$ cat src/rtl/seg_chk_pkg.sv
package seg_chk_pkg;
  localparam int unsigned SEL_W  = 16;
  localparam int unsigned CODE_W = 16;

  typedef struct packed {
    logic readable;
    logic writable;
    logic expand_down;
  } seg_attr_t;

  function automatic logic [3:0] size_to_bytes(input logic [1:0] code);
    return 4'd1 << code;
  endfunction
endpackage

$ cat src/rtl/seg_offset_calc.sv
module seg_offset_calc
  import seg_chk_pkg::*;
#(
  parameter int unsigned ADDR_W = 32,
  parameter int unsigned NARROW_W = 16
) (
  input  logic [ADDR_W-1:0] vaddr,
  input  logic [ADDR_W-1:0] base,
  input  logic [1:0]        size_code,
  input  logic              cs_big,
  input  logic              asz_ovr,
  output logic [ADDR_W-1:0] offset,
  output logic [ADDR_W:0]   end_off
);
  localparam logic [ADDR_W-1:0] NARROW_MASK = {{(ADDR_W-NARROW_W){1'b0}}, {NARROW_W{1'b1}}};

  logic              narrow;
  logic [ADDR_W-1:0] diff;

  always_comb begin
    narrow  = (cs_big == asz_ovr);
    diff    = vaddr - base;
    offset  = narrow ? (diff & NARROW_MASK) : diff;
    end_off = {1'b0, offset} + (ADDR_W+1)'(size_to_bytes(size_code)) - (ADDR_W+1)'(1);
  end

  always_comb begin
    if (narrow) assert_narrow_offset_R4: assert (offset[ADDR_W-1:NARROW_W] == '0);
  end
endmodule

$ cat src/rtl/seg_perm_check.sv
module seg_perm_check
  import seg_chk_pkg::*;
#(
  parameter int unsigned SEG_W   = 4,
  parameter int unsigned DATA_LO = 0,
  parameter int unsigned DATA_HI = 6
) (
  input  logic [SEG_W-1:0] seg_idx,
  input  logic [SEL_W-1:0] selector,
  input  seg_attr_t        attr,
  input  logic             is_write,
  input  logic             is_exec,
  output logic             null_fault,
  output logic             perm_fault,
  output logic             expand_down
);
  localparam int unsigned NSEG = 1 << SEG_W;

  function automatic logic [NSEG-1:0] build_mask();
    logic [NSEG-1:0] m;
    for (int i = 0; i < NSEG; i++) m[i] = (i >= int'(DATA_LO)) && (i <= int'(DATA_HI));
    return m;
  endfunction

  localparam logic [NSEG-1:0] DATA_MASK = build_mask();

  logic data_class;

  always_comb begin
    data_class  = DATA_MASK[seg_idx];
    null_fault  = (selector == '0);
    perm_fault  = 1'b0;
    if (data_class) begin
      if (is_write && !attr.writable) perm_fault = 1'b1;
      if (!is_write && !is_exec && !attr.readable) perm_fault = 1'b1;
    end
    expand_down = data_class && attr.expand_down;
  end

  always_comb begin
    if (!DATA_MASK[seg_idx]) assert_nondata_no_perm_R2: assert (!perm_fault);
  end
endmodule

$ cat src/rtl/seg_limit_check.sv
module seg_limit_check #(
  parameter int unsigned ADDR_W = 32
) (
  input  logic [ADDR_W-1:0] offset,
  input  logic [ADDR_W:0]   end_off,
  input  logic [ADDR_W-1:0] limit,
  input  logic              expand_down,
  output logic              limit_fault
);
  logic [ADDR_W:0] lim_w;
  logic            lo_out, hi_out;

  always_comb begin
    lim_w  = {1'b0, limit};
    hi_out = ({1'b0, offset} > lim_w) || (end_off > lim_w);
    lo_out = ({1'b0, offset} <= lim_w) || (end_off <= lim_w);
    limit_fault = expand_down ? lo_out : hi_out;
  end

  always_comb begin
    if (!expand_down && !limit_fault) assert_up_inside_R7: assert (end_off <= {1'b0, limit});
    if (expand_down && !limit_fault) assert_down_inside_R8: assert ({1'b0, offset} > {1'b0, limit});
  end
endmodule

$ cat src/rtl/seg_access_guard.sv
module seg_access_guard
  import seg_chk_pkg::*;
#(
  parameter int unsigned ADDR_W       = 32,
  parameter int unsigned SEG_W        = 4,
  parameter int unsigned DATA_LO      = 0,
  parameter int unsigned DATA_HI      = 6,
  parameter bit          REGISTER_OUT = 1'b1
) (
  input  logic              clk,
  input  logic              rst_n,
  input  logic              in_valid,
  output logic              in_ready,
  input  logic [ADDR_W-1:0] in_vaddr,
  input  logic [1:0]        in_size,
  input  logic              in_write,
  input  logic              in_exec,
  input  logic [SEG_W-1:0]  in_seg,
  input  logic [15:0]       in_sel,
  input  logic [ADDR_W-1:0] in_base,
  input  logic [ADDR_W-1:0] in_limit,
  input  logic              in_attr_rd,
  input  logic              in_attr_wr,
  input  logic              in_attr_xd,
  input  logic              in_cs_big,
  input  logic              in_asz_ovr,
  output logic              out_valid,
  input  logic              out_ready,
  output logic              out_fault,
  output logic [15:0]       out_errcode,
  output logic [ADDR_W-1:0] out_offset,
  output logic [ADDR_W-1:0] out_lin
);
  seg_attr_t         attr;
  logic [ADDR_W-1:0] offset;
  logic [ADDR_W:0]   end_off;
  logic              null_f, perm_f, lim_f, xd_eff;
  logic              c_fault;
  logic [ADDR_W-1:0] c_lin;

  assign attr = '{readable: in_attr_rd, writable: in_attr_wr, expand_down: in_attr_xd};

  seg_offset_calc #(.ADDR_W(ADDR_W)) u_off (
    .vaddr(in_vaddr), .base(in_base), .size_code(in_size),
    .cs_big(in_cs_big), .asz_ovr(in_asz_ovr),
    .offset(offset), .end_off(end_off)
  );

  seg_perm_check #(.SEG_W(SEG_W), .DATA_LO(DATA_LO), .DATA_HI(DATA_HI)) u_perm (
    .seg_idx(in_seg), .selector(in_sel), .attr(attr),
    .is_write(in_write), .is_exec(in_exec),
    .null_fault(null_f), .perm_fault(perm_f), .expand_down(xd_eff)
  );

  seg_limit_check #(.ADDR_W(ADDR_W)) u_lim (
    .offset(offset), .end_off(end_off), .limit(in_limit),
    .expand_down(xd_eff), .limit_fault(lim_f)
  );

  // Priority: null selector, then permission, then limit; one merged flag.
  always_comb begin
    c_fault = null_f || perm_f || lim_f;
    c_lin   = c_fault ? '0 : (in_base + offset);
  end

  assign out_errcode = '0;

  always_comb begin
    if (null_f) assert_null_faults_R1: assert (c_fault);
  end

  generate
    if (REGISTER_OUT) begin : g_reg
      logic              v_q, f_q;
      logic [ADDR_W-1:0] off_q, lin_q;

      assign in_ready = !v_q || out_ready;

      always_ff @(posedge clk) begin
        if (!rst_n) begin
          v_q   <= 1'b0;
          f_q   <= 1'b0;
          off_q <= '0;
          lin_q <= '0;
        end else if (in_ready) begin
          v_q <= in_valid;
          if (in_valid) begin
            f_q   <= c_fault;
            off_q <= offset;
            lin_q <= c_lin;
          end
        end
      end

      assign out_valid  = v_q;
      assign out_fault  = f_q;
      assign out_offset = off_q;
      assign out_lin    = lin_q;

      assert_hold_R10: assert property (@(posedge clk) disable iff (!rst_n)
        out_valid && !out_ready |=> out_valid && $stable(out_fault) &&
        $stable(out_offset) && $stable(out_lin));
      assert_lin_zero_R9: assert property (@(posedge clk) disable iff (!rst_n)
        out_valid && out_fault |-> out_lin == '0);
      assert_take_R10: assert property (@(posedge clk) disable iff (!rst_n)
        in_valid && in_ready |=> out_valid);
    end else begin : g_comb
      assign in_ready   = out_ready;
      assign out_valid  = in_valid;
      assign out_fault  = c_fault;
      assign out_offset = offset;
      assign out_lin    = c_lin;
    end
  endgenerate
endmodule

$ cat config.mk
export PLATFORM = sky130hd
export DESIGN_NAME = seg_access_guard
export DESIGN_NICKNAME = d
export VERILOG_FILES = /design/src/rtl/seg_chk_pkg.sv /design/src/rtl/seg_offset_calc.sv /design/src/rtl/seg_perm_check.sv /design/src/rtl/seg_limit_check.sv /design/src/rtl/seg_access_guard.sv
export SDC_FILE = /design/constraint.sdc
export NUM_CORES = 1
export LEC_CHECK = 0
export BUFFER_PORTS_ARGS = -buffer_cell sky130_fd_sc_hd__buf_2
export CORE_MARGIN = 8
export CORE_UTILIZATION = 50
export CTS_CLUSTER_DIAMETER = 40
export DETAILED_ROUTE_END_ITERATION = 8
export MAX_ROUTING_LAYER = met4
export PLACE_DENSITY_LB_ADDON = 0.05
export SKIP_CTS_REPAIR_TIMING = 1
export SLEW_MARGIN = 20
export SYNTH_ARGS = -nofsm -noshare
export SYNTH_HDL_FRONTEND = slang
export SYNTH_HIERARCHICAL = 1
export SYNTH_SLANG_ARGS = --single-unit
$ cat constraint.sdc
create_clock -name clk -period 10.85 [get_ports clk]
set_clock_uncertainty 0.2 [all_clocks]
set_input_delay 1.6275 -clock clk [delete_from_list [all_inputs] [get_ports clk]]
set_output_delay 1.6275 -clock clk [all_outputs]
set_load 0.03 [all_outputs]
==> results of run 1 <==
state kept, by name (all words and copies together) (netlist names):
signal / flops
out_fault: 1
out_lin: 32
out_offset: 32
out_valid: 1
placed cells by master (no fill, tap or decap), types with 10 or more instances in the layout:
cell / Yosys / final
o21ai_0: 67 / 67
and2_1: 23 / 23
and4_1: 12 / 12
or3_1: 10 / 10
nand2b_1: 11 / 11
xnor2_1: 43 / 43
dfxtp_1: 66 / 66
a21o_1: 47 / 47
nand2_1: 153 / 153
nor3_1: 25 / 25
conb_1: 1 / 16
a21boi_0: 38 / 38
nor2b_1: 25 / 25
o21a_1: 22 / 22
xor2_1: 26 / 26
and3_1: 15 / 15
or2_2: 10 / 10
nand3_1: 21 / 21
inv_1: 112 / 112
nand4_1: 20 / 20
o211ai_1: 10 / 10
ha_1: 161 / 161
buf_2: 4 / 195
a211oi_1: 14 / 14
nor2_1: 55 / 55
a21oi_1: 99 / 99
worst min path at each step:
stage                 from  cells after the start           to
6_report       out_lin[24]                      2  out_lin[24]
5_1_grt        out_lin[24]                      2  out_lin[24]
4_1_cts        out_lin[24]                      2  out_lin[24]
3_5_place_dp   out_lin[24]                      2  out_lin[24]
3_3_place_gp   out_lin[24]                      2  out_lin[24]
2_1_floorplan  out_lin[30]                      2  out_lin[30]
layout make-up:
type                    instances  area, um2  share of cell area
well taps                     265        332              0.0294
inverters                     112        420              0.0373
repair buffers                204       1040              0.0926
flip-flops and latches         66       1320               0.117
clock inverters                 5       55.1             0.00488
multi-input cells            1079       7860               0.697
clock buffers                  10        239              0.0212
through the flow:
| stage | util | hold slack (ps) | area [um2] |
|---|---|---|---|
| after global routing | 0.581 | 262 | 11300 |
| after CTS | 0.581 | 247 | 11300 |
| final | 0.581 | 247 | 11300 |
| after floorplan | - | 373 | 9920 |
| after global placement | 0.566 | 240 | 11000 |
| after detailed placement | 0.566 | 239 | 11000 |
worst register-to-register path, cell delays in order, from the launching register on:
cell and delay (ps):
dfxtp_1 300, nand2b_1 140, and3_1 170, buf_4 190, nand2_1 180, a211oi_1 290
o211ai_1 120, a41oi_1 180, a221o_1 130
where the power goes:
group	internal, mW	switching (mW)	leakage, nW
clock	0.182	0.111	0.140
sequential	0.266	0.0135	0.538
combinational	0.518	0.743	4.94
per-layer routing:
layer	GRT usage	up-vias	wire length, um
li1	-	5019	-
met1	0.310	4490	13600
met2	0.433	286	14900
met3	0.0353	29	1840
met4	0.0526	0	518
met5	-	-	0
cells by family after synthesis:
group,count (synthesis),synth area share
simple gates,416,0.215
compound gates,402,0.290
buf+inv,174,0.0745
fa+ha+maj,164,0.210
other cells,1,0.000380
flops,66,0.134
xor+xnor,69,0.0613
mux,12,0.0140
==> impl_results.md, run 1 <==
* Worst path depth at 36
* Final setup viols at 0
* Nets at approximately 1.8k
* Mapped cell area at around 9900 um2
* Via Count at 9824
* Worst r2r src: out_valid
* Die area at 24500 um2
* Slew @ Worst Pin at a little over 800 ps
* 1st-pass router iterations at 5
* Gr ovfl total at 0
* Headroom to the max-slew limit at 0.459
* Period minus WS final at approximately 9300 ps
* CP startpoint: in_vaddr[0]
* Slowest-stage cell, CP: a2111oi_0
* Worst Setup End Kind: flop
* Via density at about 5.6
* Post-synthesis cell type count at 99
* CP startpoint kind: input pin
* Count of pins over their slew limit at 0
* Post-synthesis instance total at between 1k and 1.5k
* Max-cap violations at 0
* Status: finished clean
* Async set or reset register ratio after synthesis at 0
* Leak at around 5.6 nW
* Fmax at roughly 0.11 GHz
* Critical path peak fanout at 13
* Dpl cells at around 1.7k
* Clk buf depth at 2
* Routability cong. at roughly 0.95
* Critical Path AT at just over 9000 ps
* Family with the most delay on the worst path: compound AO/OA/AOI/OAI gates
* Final worst setup slack at roughly 1600 ps
* Setup_tns at 0 ps
* Final hold vios at 0
* Syn Area/Cell at between 7 and 8 um2
* H-tree levels at 3
* Clock latency on the worst-skew pair at approximately 330 ps
* Placeable Area at 19400 um2
* Number of global-route vias before repair at ~9.3k
* Total CTS buffers at 9
* Tot Pwr at approximately 1.8 mW
* WP buf/inv at 3
* CTS tree: done
* Top-count cell post-synth: ha_1
* Hold Path Class: reg2reg
* Number of synthesized flops with an enable pin at 0
* Avg WL per Cell at 17.7 um
* Clk slew on worst S/H paths at ~60 ps
* Antenna Violating Nets Remaining at 0
* Synth cell count leaders: 161 x ha_1, 153 x nand2_1, 112 x inv_1, 99 x a21oi_1, 67 x o21ai_0
* Post-route DRC at 0
* Top cell type's share of synthesized area at 0.204
* YS warnings at 6
* Global-route usage over all layers at 0.252
* Top post-synthesis cells by area: ha_1 20%, dfxtp_1 13%, nand2_1 5.8%
* Max incr delay on CP at between 400 and 500 ps
* Dpl hpwl at roughly 26000 um
* Die H at roughly 160 um
* # fillers at slightly below 2k
* CP Capture Point: out_lin[31]
* RR Endpoint: out_lin[31]
* Initial core utilization at 0.508
* Ys flop type: dfxtp_1
* DRT iter0 DRCs at approximately 540
* CTS root buf: clkbuf_16
* Port bufs at 195
* # rows at slightly above 50
* Final Non-Filler Cells at around 1.7k
* Share of layout cells above drive strength 1 at 0.184
* Reg2reg setup slack at approximately 8900 ps
* First-pass GRT wire length at roughly 50000 um
* Sequential area share after synthesis at 0.134
* VDD IR-drop max at about 74 uV
* Post-synth top area cell: ha_1
* Area grow syn2layout at 14.3%
* RSZ-0062 raised after global routing: false
* Clock Sinks at 66
* Synth Register Bits at 66
* Initial antenna violation count at 0
* DP Worst Slack at around 1300 ps
* R2R cell count at 8
* I/O pin cnt at roughly 210
* Pwr/cell area at 163 nW/um2
* Worst EP required at 10930 ps
* Largest net degree at the start of global routing at 53
* Chip Width at approximately 160 um
* ANT cells at 0
* Classification of the worst setup path: in2reg
* Post-Route WL at between 30000 and 40000 um
* Final worst-path cycle share at 0.854
(Power assumes the default switching activity.)
==> run 2, diff against run 1 <==
==> constraint.sdc (replaced) <==
create_clock -name clk -period 10.85 [get_ports clk]
set_clock_uncertainty 0.2 [all_clocks]
set_input_delay 0.5425 -clock clk [delete_from_list [all_inputs] [get_ports clk]]
set_output_delay 0.5425 -clock clk [all_outputs]
set_load 0.03 [all_outputs]
==> run 2 against run 1 <==
  * Global-route usage down 0.10 points
  * Core utilization is 0.30 points lower
  * Die area unchanged
  * Register-to-register slack worse by 450 ps
  * Non-clock buffer count fell by 5
  * Sequential power hardly changed
  * Routed wire length fell by 0.62%
  * Via count is 1.1% higher
  * Clock power shrank 8.2%
  * Hold slack better by 1.3 ps
  * Cell count decreased by 0.23%
  * Clock-buffer cell count is 1 higher
  * Largest cell class unchanged
  * Highest routed layer unchanged
==> impl_results.md, run 2 (synthesis results as in run 1) <==
* Clk slew on worst S/H paths at 60 ps (about the same)
* Pwr/cell area at 161 nW/um2 (-1.2%)
* Global-route usage over all layers at 0.251 (-0.00103)
* Slowest-stage cell, CP: and3_1
* DRT iter0 DRCs at 606 (+13%)
* Nets at 1760 (-0.28%)
* Worst Setup End Kind: flop
* Final core occ at 0.578 (-0.00303)
* Reg2reg setup slack at 8450 ps (-450 ps)
* Hold Crit Depth at 2 (unchanged)
* Max-cap violations at 0 (unchanged)
* Total CTS buffers at 9 (unchanged)
* RR Endpoint: out_lin[31]
* Avg WL per Cell at 17.6 um (-0.39%)
* Fmax at 0.115 GHz (+6.4%)
* Worst Hold End: out_lin[24]
* CTS tree: done
* Setup_tns at 0 ps (unchanged)
* Routability cong. at 0.985 (+3.9%)
* Worst EP required at 10930 ps (about the same)
* Clk buf depth at 2 (unchanged)
* Placeable Area at 19400 um2 (unchanged)
* Period minus WS final at 8700 ps (-560 ps)
* Initial antenna violation count at 0 (unchanged)
* Post-Route WL at 30600 um (-0.62%)
* Commonest cells after routing, fill and taps aside: 195 x buf_2, 161 x ha_1, 153 x nand2_1
* Share of layout cells above drive strength 1 at 0.181 (-0.00290)
* CTS root buf: clkbuf_16
* HP Start: out_lin[24]
* Classification of the worst setup path: in2reg
* Final worst-path cycle share at 0.802 (-0.0516)
* Hold Path Class: reg2reg
* DP Worst Slack at 1890 ps (+615 ps)
* Initial core utilization at 0.508 (unchanged)
* Dpl hpwl at 25900 um (-0.87%)
* Largest net degree at the start of global routing at 53 (unchanged)
* Chip Width at 156 um (unchanged)
* Die H at 156 um (unchanged)
* Commonest non-fill, non-tap cell in the layout: buf_2
* VDD IR-drop max at 101 uV (+37%)
* Status: finished clean
* # fillers at 1942 (-1.2%)
* H-tree levels at 3 (unchanged)
* Leak at 5.59 nW (-0.59%)
* Gr ovfl total at 0 (unchanged)
* Clock latency on the worst-skew pair at 330 ps (about the same)
* ANT cells at 0 (unchanged)
* Die area at 24500 um2 (unchanged)
* Worst r2r src: out_valid
* Via Count at 9935 (+1.1%)
* Final hold vios at 0 (unchanged)
* I/O pin cnt at 212 (unchanged)
* Critical path peak fanout at 18 (+5)
* Critical Path AT at 8780 ps (-560 ps)
* Number of global-route vias before repair at 9559 (+2.7%)
* # rows at 51 (unchanged)
* Final hold slack at 248 ps (+1.30 ps)
* Slew @ Worst Pin at 765 ps (-46.3 ps)
* Max incr delay on CP at 540 ps (+120 ps)
* CP startpoint kind: input pin
* RSZ-0062 raised after global routing: false
* Clock Sinks at 66 (unchanged)
* Via density at 5.72 (+1.4%)
* Tot Pwr at 1.80 mW (-1.7%)
* Final worst setup slack at 2150 ps (+560 ps)
* Headroom to the max-slew limit at 0.490 (+0.0309)
* Final setup viols at 0 (unchanged)
* R2R cell count at 7 (-1)
* Count of pins over their slew limit at 0 (unchanged)
* Post-route DRC at 0 (unchanged)
* Area grow syn2layout at 13.7%
* Port bufs at 195 (unchanged)
* First-pass GRT wire length at 48600 um (+0.12%)
* 1st-pass router iterations at 6 (+1)
* Antenna Violating Nets Remaining at 0 (unchanged)
## run 2: changes by cell type in the layout (fill, tap and decap cells not counted), sizes merged
cell    before  now
buf        204  199
clkbuf      10   11
bufinv       1    0
clkinv       2    3
## run 2: cell type report
cell class | count | area (um2) | area share
Clock buffer | 11 | 243 | 0.0216
Clock inverter | 5 | 30.0 | 0.00268
Inverter | 112 | 420 | 0.0375
Multi-Input combinational cell | 1079 | 7860 | 0.701
Sequential cell | 66 | 1320 | 0.118
Tap cell | 265 | 332 | 0.0296
Timing Repair Buffer | 199 | 1010 | 0.0897
## run 2: critical path, delay by kind of cell
| kind | cells | cell delay, ps |
|---|---|---|
| compound gates | 18 | 3730 |
| fa+ha+maj | 4 | 1170 |
| buf+inv | 2 | 100 |
| mux | 1 | 310 |
| simple gates | 10 | 2910 |
## run 2: worst max path at each step
stage,from,to,slack (ps),cells past startpoint
2_1_floorplan,in_vaddr[0],out_lin[25],3620,34
3_3_place_gp,in_vaddr[0],out_lin[31],2050,35
3_5_place_dp,in_vaddr[0],out_lin[31],1890,35
4_1_cts,in_vaddr[0],out_lin[31],2190,35
5_1_grt,in_vaddr[0],out_lin[31],1410,35
6_report,in_vaddr[0],out_lin[31],2150,35
## run 2: layer usage
metal	up-vias	GRT usage	wire length (um)
met2	336	0.425	14600
met1	4550	0.315	13700
met3	39	0.0303	1730
li1	5010	-	-
met4	0	0.0568	603
met5	-	-	0
## run 2: power by group
| group | switching, mW | internal, mW |
|---|---|---|
| logic | 0.742 | 0.513 |
| clock network | 0.109 | 0.160 |
| registers | 0.0129 | 0.266 |
| total | 0.864 | 0.939 |
## run 2: per-stage QoR
step	cell area, um2	std cells
after floorplan	9920	1319
after detailed placement	10900	1721
after global placement	10900	1721
after CTS	11200	1737
after global routing	11200	1737
final	11200	1737
